[src/rtl/bank_router_pkg.sv]
package bank_router_pkg;

  // Read data source select driven to the bus-side mux
  typedef enum logic [1:0] {
    RD_MAIN = 2'd0,
    RD_GFX  = 2'd1,
    RD_CFG  = 2'd2
  } rd_sel_e;

  // Write target code held in mode bits [2:1]
  typedef enum logic [1:0] {
    WT_MAIN     = 2'd0,
    WT_GFX      = 2'd1,
    WT_BOTH     = 2'd2,
    WT_MAIN_ALT = 2'd3
  } wr_tgt_e;

  localparam int MODE_W = 3;

  // Per-window mode: bit 0 read source, bits 2:1 write target
  typedef struct packed {
    wr_tgt_e wr_tgt;
    logic    rd_gfx;
  } win_mode_t;

endpackage

[src/rtl/bank_cfg_regs.sv]
module bank_cfg_regs
  import bank_router_pkg::*;
#(
  parameter int NUM_WIN = 8,
  parameter int IDX_W   = 3,
  parameter int PAGE_W  = 8,
  parameter int DATA_W  = 8
) (
  input  logic                               clk,
  input  logic                               rst,
  input  logic                               reg_we,
  input  logic [IDX_W-1:0]                   reg_idx,
  input  logic                               reg_sel_page,
  input  logic [DATA_W-1:0]                  reg_wdata,
  output win_mode_t [NUM_WIN-1:0]            mode_q,
  output logic [NUM_WIN-1:0][PAGE_W-1:0]     page_q,
  output logic [DATA_W-1:0]                  reg_rdata
);

  for (genvar w = 0; w < NUM_WIN; w++) begin : g_win
    always_ff @(posedge clk) begin
      if (rst) begin
        mode_q[w] <= '0;
        page_q[w] <= '0;
      end else if (reg_we && reg_idx == IDX_W'(w)) begin
        if (reg_sel_page) page_q[w] <= reg_wdata[PAGE_W-1:0];
        else              mode_q[w] <= win_mode_t'(reg_wdata[MODE_W-1:0]);
      end
    end
  end

  always_comb begin
    if (reg_sel_page) reg_rdata = DATA_W'(page_q[reg_idx]);
    else              reg_rdata = DATA_W'(mode_q[reg_idx]);
  end

  // register contents change only through a register write
  p_cfg_stable_r6: assert property (@(posedge clk) disable iff (rst)
    !reg_we |=> ($stable(page_q) && $stable(mode_q)));

endmodule

[src/rtl/bank_decode.sv]
module bank_decode
  import bank_router_pkg::*;
#(
  parameter int                ADDR_W   = 16,
  parameter int                WIN_W    = 13,
  parameter int                PAGE_W   = 8,
  parameter int                WSEL_W   = 3,
  parameter int                NUM_WIN  = 8,
  parameter logic [ADDR_W-1:0] CFG_BASE = 16'hDE00
) (
  input  logic [ADDR_W-1:0]              cpu_addr,
  input  logic                           cpu_rd,
  input  logic                           cpu_wr,
  input  win_mode_t [NUM_WIN-1:0]        mode_q,
  input  logic [NUM_WIN-1:0][PAGE_W-1:0] page_q,
  output logic                           in_cfg,
  output logic                           reg_we,
  output logic [WSEL_W-1:0]              reg_idx,
  output logic                           reg_sel_page,
  output logic                           nxt_main_cs,
  output logic                           nxt_main_we,
  output logic                           nxt_gfx_cs,
  output logic                           nxt_gfx_we,
  output logic [1:0]                     nxt_rd_sel,
  output logic [PAGE_W+WIN_W-1:0]        nxt_gfx_addr
);

  localparam int CFG_SPAN = 2 * NUM_WIN;

  logic [WSEL_W-1:0] win;
  logic [ADDR_W-1:0] cfg_off;
  win_mode_t         cur;

  assign win     = cpu_addr[ADDR_W-1:WIN_W];
  assign cfg_off = cpu_addr - CFG_BASE;
  assign in_cfg  = (cpu_addr >= CFG_BASE) && (cfg_off < ADDR_W'(CFG_SPAN));
  assign reg_idx      = cfg_off[WSEL_W:1];
  assign reg_sel_page = cfg_off[0];
  assign reg_we       = in_cfg && cpu_wr;
  assign cur          = mode_q[win];
  assign nxt_gfx_addr = {page_q[win], cpu_addr[WIN_W-1:0]};

  always_comb begin
    nxt_main_cs = 1'b0;
    nxt_main_we = 1'b0;
    nxt_gfx_cs  = 1'b0;
    nxt_gfx_we  = 1'b0;
    nxt_rd_sel  = RD_MAIN;
    if (in_cfg) begin
      if (cpu_rd && !cpu_wr) nxt_rd_sel = RD_CFG;
    end else if (cpu_wr) begin
      unique case (cur.wr_tgt)
        WT_GFX: begin
          nxt_gfx_cs = 1'b1;
          nxt_gfx_we = 1'b1;
        end
        WT_BOTH: begin
          nxt_main_cs = 1'b1;
          nxt_main_we = 1'b1;
          nxt_gfx_cs  = 1'b1;
          nxt_gfx_we  = 1'b1;
        end
        default: begin
          nxt_main_cs = 1'b1;
          nxt_main_we = 1'b1;
        end
      endcase
    end else if (cpu_rd) begin
      if (cur.rd_gfx) begin
        nxt_gfx_cs = 1'b1;
        nxt_rd_sel = RD_GFX;
      end else begin
        nxt_main_cs = 1'b1;
      end
    end
  end

endmodule

[src/rtl/bank_router.sv]
module bank_router
  import bank_router_pkg::*;
#(
  parameter int                ADDR_W   = 16,
  parameter int                WIN_W    = 13,
  parameter int                PAGE_W   = 8,
  parameter int                DATA_W   = 8,
  parameter logic [ADDR_W-1:0] CFG_BASE = 16'hDE00
) (
  input  logic                    clk,
  input  logic                    rst,
  input  logic [ADDR_W-1:0]       cpu_addr,
  input  logic                    cpu_rd,
  input  logic                    cpu_wr,
  input  logic [DATA_W-1:0]       cpu_wdata,
  output logic                    main_cs,
  output logic                    main_we,
  output logic [ADDR_W-1:0]       main_addr,
  output logic                    gfx_cs,
  output logic                    gfx_we,
  output logic [PAGE_W+WIN_W-1:0] gfx_addr,
  output logic [DATA_W-1:0]       mem_wdata,
  output logic [1:0]              rd_sel,
  output logic [DATA_W-1:0]       cfg_rdata
);

  localparam int WSEL_W  = ADDR_W - WIN_W;
  localparam int NUM_WIN = 1 << WSEL_W;
  localparam int GADDR_W = PAGE_W + WIN_W;

  win_mode_t [NUM_WIN-1:0]        mode_q;
  logic [NUM_WIN-1:0][PAGE_W-1:0] page_q;
  logic                           in_cfg, reg_we, reg_sel_page;
  logic [WSEL_W-1:0]              reg_idx;
  logic [DATA_W-1:0]              reg_rdata;
  logic                           nxt_main_cs, nxt_main_we, nxt_gfx_cs, nxt_gfx_we;
  logic [1:0]                     nxt_rd_sel;
  logic [GADDR_W-1:0]             nxt_gfx_addr;

  bank_cfg_regs #(
    .NUM_WIN (NUM_WIN),
    .IDX_W   (WSEL_W),
    .PAGE_W  (PAGE_W),
    .DATA_W  (DATA_W)
  ) u_regs (
    .clk          (clk),
    .rst          (rst),
    .reg_we       (reg_we),
    .reg_idx      (reg_idx),
    .reg_sel_page (reg_sel_page),
    .reg_wdata    (cpu_wdata),
    .mode_q       (mode_q),
    .page_q       (page_q),
    .reg_rdata    (reg_rdata)
  );

  bank_decode #(
    .ADDR_W   (ADDR_W),
    .WIN_W    (WIN_W),
    .PAGE_W   (PAGE_W),
    .WSEL_W   (WSEL_W),
    .NUM_WIN  (NUM_WIN),
    .CFG_BASE (CFG_BASE)
  ) u_dec (
    .cpu_addr     (cpu_addr),
    .cpu_rd       (cpu_rd),
    .cpu_wr       (cpu_wr),
    .mode_q       (mode_q),
    .page_q       (page_q),
    .in_cfg       (in_cfg),
    .reg_we       (reg_we),
    .reg_idx      (reg_idx),
    .reg_sel_page (reg_sel_page),
    .nxt_main_cs  (nxt_main_cs),
    .nxt_main_we  (nxt_main_we),
    .nxt_gfx_cs   (nxt_gfx_cs),
    .nxt_gfx_we   (nxt_gfx_we),
    .nxt_rd_sel   (nxt_rd_sel),
    .nxt_gfx_addr (nxt_gfx_addr)
  );

  always_ff @(posedge clk) begin
    if (rst) begin
      main_cs   <= 1'b0;
      main_we   <= 1'b0;
      gfx_cs    <= 1'b0;
      gfx_we    <= 1'b0;
      rd_sel    <= RD_MAIN;
      main_addr <= '0;
      gfx_addr  <= '0;
      mem_wdata <= '0;
      cfg_rdata <= '0;
    end else begin
      main_cs   <= nxt_main_cs;
      main_we   <= nxt_main_we;
      gfx_cs    <= nxt_gfx_cs;
      gfx_we    <= nxt_gfx_we;
      rd_sel    <= nxt_rd_sel;
      main_addr <= cpu_addr;
      gfx_addr  <= nxt_gfx_addr;
      mem_wdata <= cpu_wdata;
      cfg_rdata <= reg_rdata;
    end
  end

  // a plain memory read selects exactly one memory and writes nothing
  p_one_source_r2: assert property (@(posedge clk) disable iff (rst)
    (cpu_rd && !cpu_wr && !in_cfg) |=>
      ($countones({main_cs, gfx_cs}) == 1 && !main_we && !gfx_we));

  // a memory write reaches at least one memory
  p_write_lands_r3: assert property (@(posedge clk) disable iff (rst)
    (cpu_wr && !in_cfg) |=> (main_we || gfx_we));

  // no write enable without its chip select
  p_we_has_cs_r3: assert property (@(posedge clk) disable iff (rst)
    (main_we || gfx_we) |-> ((!main_we || main_cs) && (!gfx_we || gfx_cs)));

  // graphics offset and main address follow the bus address
  p_addr_follow_r5: assert property (@(posedge clk) disable iff (rst)
    (cpu_rd || cpu_wr) |=>
      (gfx_addr[WIN_W-1:0] == $past(cpu_addr[WIN_W-1:0]) && main_addr == $past(cpu_addr)));

  // register accesses never touch memory
  p_cfg_no_mem_r7: assert property (@(posedge clk) disable iff (rst)
    (in_cfg && (cpu_rd || cpu_wr)) |=> (!main_cs && !gfx_cs));

  // idle cycles select nothing
  p_idle_r8: assert property (@(posedge clk) disable iff (rst)
    (!cpu_rd && !cpu_wr) |=> (!main_cs && !gfx_cs && !main_we && !gfx_we));

  // read plus write is a write, not a read
  p_rw_is_write_r9: assert property (@(posedge clk) disable iff (rst)
    (cpu_rd && cpu_wr) |=> (rd_sel == RD_MAIN));

endmodule

[config.mk]
export PLATFORM = sky130hd
export DESIGN_NAME = bank_router
export DESIGN_NICKNAME = d
export VERILOG_FILES = /design/src/rtl/bank_router_pkg.sv /design/src/rtl/bank_cfg_regs.sv /design/src/rtl/bank_decode.sv /design/src/rtl/bank_router.sv
export SDC_FILE = /design/constraint.sdc
export NUM_CORES = 1
export LEC_CHECK = 0
export BUFFER_PORTS_ARGS = -buffer_cell sky130_fd_sc_hd__buf_2
export CORE_ASPECT_RATIO = 1.1
export CORE_UTILIZATION = 26
export DETAILED_ROUTE_END_ITERATION = 7
export REMOVE_ABC_BUFFERS = 1
export SYNTH_ARGS = -nofsm -noshare
export SYNTH_HDL_FRONTEND = slang
export SYNTH_SLANG_ARGS = --single-unit
[constraint.sdc]
create_clock -name clk -period 3 [get_ports clk]
set_input_delay 0.45 -clock clk [delete_from_list [all_inputs] [get_ports clk]]
set_output_delay 0.45 -clock clk [all_outputs]
set_load 0.03 [all_outputs]
### After elaboration in Yosys (flattened, before gate mapping)

Index checks and enable logic that the tools add are counted.

* input bits: 28
* register bits after elaboration: 147

* $lt $le $gt $ge: 4
* equality and inequality tests: 9
* add/subtract/negate cells: 1
* reductions and logical operators: 33
* muxes and demuxes: 22
* bitwise gates (word level): 2

Operators with widths (count)
* $bmux W8 S3: 2
* $reduce_and A2 Y1: 16
* $bmux W3 S3: 2
* $ge A16 B16 Y1 const B: 1
* $lt A16 B5 Y1 const B: 1
* $mux W8: 2
* $sub A16 B16 Y16 const B: 1
* $eq A3 B3 Y1 const B: 4
* $logic_and A1 B1 Y1: 11
* $mux W1: 9
* $mux W3: 3
* $lt A3 B4 Y1 const B: 2
* $mux W2: 4
* $eq A3 B2 Y1 const B: 2
* $reduce_or A2 Y1: 3
* $eq A3 B1 Y1 const B: 1
* $logic_not A3 Y1: 1
* $reduce_or A3 Y1: 1
* $eq A2 B1 Y1 const B: 1
* $eq A2 B2 Y1 const B: 1
* $not A1 Y1: 2
* $logic_not A1 Y1: 1

### Longest topological paths before layout

* depth after elaboration: 6
* mapped depth: 7
* gate-level depth less buffers: 5

### Modules after synthesis

Synthesis repeated with hierarchy kept, for this count alone.

* cells, all modules: 687
* area total of the unflattened synthesis: 6740.2 um2

Modules (own cells, without submodules)
* bank_cfg_regs: area an instance 4212.8 um2, times used 1, sequential area each 1761.7 um2, cells an instance 482
* bank_router: area an instance 1589.0 um2, times used 1, sequential area each 1181.1 um2, cells an instance 124
* bank_decode: area an instance 938.4 um2, times used 1, sequential area each 0.0 um2, cells an instance 81

### Worst setup path after synthesis

No wires, ideal clock.

* kind: input to register
* start point: in cpu_addr[13]
* end point: reg gfx_cs
* setup slack: 0.171 ns
* path buffers: 2
* library setup time: 0.095 ns
* required time: 2.905 ns
* arrival: 2.734 ns
* cell stages on the path: 7
* path through: clkbuf_1 buf_1 mux4_2 mux2_2 ha_1 nand2b_1 a221oi_1

* cells in the longest elaborated chain, start to end: 6
* elaborated cells between the ends (all ways): 14
* those cells by class: add/sub (1); order compare (2); eq/ne (2); mux (6); reduce/logical (3)

Ends and longest elaborated chain
* from (decl): line bank_router.sv:12 `input logic [ADDR_W-1:0] cpu_addr,`
* branches (longest 6 deep; another with $sub A16 B16 Y16)
* to (signal assigned): line bank_router.sv:96 `gfx_cs <= nxt_gfx_cs;`
* to (decl): line bank_router.sv:19 `output logic gfx_cs,`

Several ways; the timed one is not identified. The select of a mux whose other input is x is not followed.
A chain may end at the register's enable or synchronous reset.

### Final worst setup path

* start point: in cpu_addr[9]
* end point: reg u_regs.page_q[25] (netlist bit)

* cells in the longest elaborated chain, start to end: 6
* elaborated cells between the ends (all ways): 7
* those cells by class: add/sub (1); order compare (2); reduce/logical (4)

Ends and longest elaborated chain
* $sub A16 B16 Y16: line bank_decode.sv:35 `assign cfg_off = cpu_addr - CFG_BASE;`
* $lt A16 B5 Y1: line bank_decode.sv:36 `assign in_cfg = (cpu_addr >= CFG_BASE) && (cfg_off < ADDR_W'(CFG_SPAN));`
* $logic_and A1 B1 Y1 *: line bank_decode.sv:36
* $logic_and A1 B1 Y1 *: line bank_decode.sv:39 `assign reg_we = in_cfg && cpu_wr;`
* $logic_and A1 B1 Y1 *: line bank_cfg_regs.sv:25 `end else if (reg_we && reg_idx == IDX_W'(w)) begin`
* $reduce_and A2 Y1 (no line) *
* to (signal, indexed assignment): line bank_cfg_regs.sv:26 `if (reg_sel_page) page_q[w] <= reg_wdata[PAGE_W-1:0];`
* to (decl): line bank_cfg_regs.sv:16 `output logic [NUM_WIN-1:0][PAGE_W-1:0] page_q,`

Mark *: on every way between the ends. The rest lies on a longest branch, timed or not.

==> reports/qor.txt <==
status = complete, no violations
total gr overflow = 0
register area share after synthesis = 0.421
vias in the first global route = 4274
Util after Layout = 0.319
critical path peak fanout = 17
top-count cell post-synth = dfxtp_1
flop-to-flop setup slack = 1.16 ns
die area = 25100 um2
DRC violation count after routing = 0
dpl hpwl = 10600 um
largest net degree at the start of global routing = 77
Pins Over Slew Limit = 0
share of layout cells above drive strength 1 = 0.301
Synth top area share = 0.421
Netlist cell types = 35
detailed-route wire length = 16000 um
Req. time, crit path = 3.27 ns
Mean Syn Cell Area = 11.5 um2
area of the multi-input gates = 3360 um2
class of the most critical setup path = in -> reg
Post-CTS Setup Repair Bufs = 0
max_cap viols = 0
EDFF count, synth = 0
hold buffer count at CTS = 0
FF+latch area = 2680 um2
Leak = 3.48 nW
Critical Path Max Stage Delay = 0.63 ns
DRT iter0 DRCs = 232
1st-pass router iterations = 5
Max Fclk = 0.472 GHz
top_reg_cell synth = dfxtp_1
antenna violations before repair = 0
Synth area leaders = dfxtp_1, mux2i_1, mux4_2
Crit-path slowest cell = o21a_1
Setup violations, final = 0
core area = 23800 um2
vias per inst = 4.66
clock buffer depth = 2
number of synthesized register bits = 134
Final period util = 0.706
cell accounting for the most synthesized area = dfxtp_1
post_cts resized = 0
# fillers = 2404
TritonCTS buffer count = 17
Tmin final = 2.12 ns
first-pass GRT wire length = 24900 um
Synth top cells by count = dfxtp_1, nand2b_1, mux2i_1
P per Cell Area = 563 nW/um2
TritonCTS Sinks = 134
asr flop ratio synth = 0
HP Class = in -> reg
Cells after Synth = 554
Ports = 87
via count = 4331
synth warn = 0
CP Cell Sequence = buf_2 > ha_1 > and4b_1 > o21a_1 > o2111ai_2 > mux2i_1
startpoint types = input port
Area Growth Syn to Fin = 19.6%
Worst Tran Pin Value = 0.900 ns
clk_skew = 0.00967 ns
final net count = 641
Max H-tree Level = 4
die span in x = 151 um
GPL Wtd Cong = 0.733
Cell Area, Synth = 6370 um2
CTS tree = yes
RSZ-0062 raised after global routing = no
Initial Utilization = 0.267
Tot GR Track Use = 0.133
WL/cell = 17.2 um
port bufs = 86
Final Hold Fails = 0
Routed Antenna Nets = 0
num rows = 59
dpl cells = 897
Die H = 166 um
clk_lat worst skew = 0.43 ns
Peak VDD IR = 0.370 mV
ANT cells = 0
CP endpoint kind = flop
Slew headroom = 0.400
crit path DAT = 2.39 ns
Reg clk slew, reported paths = 0.06 ns
Post-Layout Cell Count = 929
root buffer cell = clkbuf_16
-- where the power goes --
part	leakage [nW]	switching, mW	internal (mW)
clock	0.297	0.820	1.35
sequential	1.09	0.00507	1.80
combinational	2.10	0.205	0.104
total	3.48	1.03	3.26
-- stage by stage --
stage	total power, mW	setup TNS [ns]	worst slack, ns	cell area (um2)	hold slack, ns
2_1_floorplan	2.00	-1.66	-0.0346	6080	0.459
3_3_place_gp	2.16	0	0.438	7010	0.470
3_5_place_dp	2.16	0	0.444	7010	0.476
4_1_cts	4.35	0	0.884	7620	0.244
5_1_grt	4.44	0	0.737	7620	0.260
6_report	4.29	0	0.883	7620	0.257
-- layout make-up --
cell class              instances  area share
inverters                      12     0.00591
clock inverters                11      0.0194
flip-flops and latches        134       0.352
well taps                     305      0.0501
multi-input cells             347       0.441
repair buffers                 99      0.0710
clock buffers                  21      0.0605
-- metal layers --
layer	GRT usage	wire, um
met3	0.0264	706
met4	0.0543	327
met1	0.166	7010
met5	0	0
met2	0.221	7940
-- worst paths after layout --
| kind | start | endpoint | depth (start not counted) |
|---|---|---|---|
| max | cpu_addr[9] | u_regs.page_q[25] | 6 |
| min | cpu_addr[8] | main_addr[8] | 2 |
| max reg2reg | u_regs.mode_q[10] | gfx_cs | 5 |
| min reg2reg | u_regs.page_q[22] | u_regs.page_q[22] | 2 |
-- critical path: cells and delay by family --
kind / cells / cell delay [ns]
and+or+nand+nor: 1 / 0.25
AOI/OAI and AO/OA: 2 / 1.11
muxes: 1 / 0.23
adders and majority gates: 1 / 0.22
buffers and inverters: 1 / 0.12
-- state kept, by name (all words and copies together) (netlist names) --
register       cells
main_we            1
gfx_cs             1
mem_wdata          8
gfx_we             1
main_cs            1
u_regs.mode_q     24
u_regs.page_q     64
cfg_rdata          8
main_addr         16
gfx_addr           8
rd_sel             2
-- cells by family after synthesis --
kind of cell | after synthesis | synth area share
buffers and inverters | 73 | 0.0524
and+or+nand+nor | 164 | 0.154
adders and majority gates | 2 | 0.00393
muxes | 149 | 0.321
DFF | 134 | 0.421
AOI/OAI and AO/OA | 31 | 0.0466
xor gates and xnor gates | 1 | 0.00138
-- layout by cell type, fill, tap and decap left out, types with 4 or more instances in the layout --
cell	netlist	final
nor2_1	15	15
o2111ai_2	6	6
dfxtp_1	134	134
nand2b_1	104	104
buf_2	3	86
mux4_2	44	44
nand2_1	12	12
a21oi_1	7	7
buf_4	13	12
nor2b_1	14	14
inv_1	12	12
o2111ai_1	8	8
nor3_1	5	5
mux2i_1	103	103
clkbuf_16	0	17
nand3_1	4	4
No activity file was read; power rests on OpenSTA's default activity.
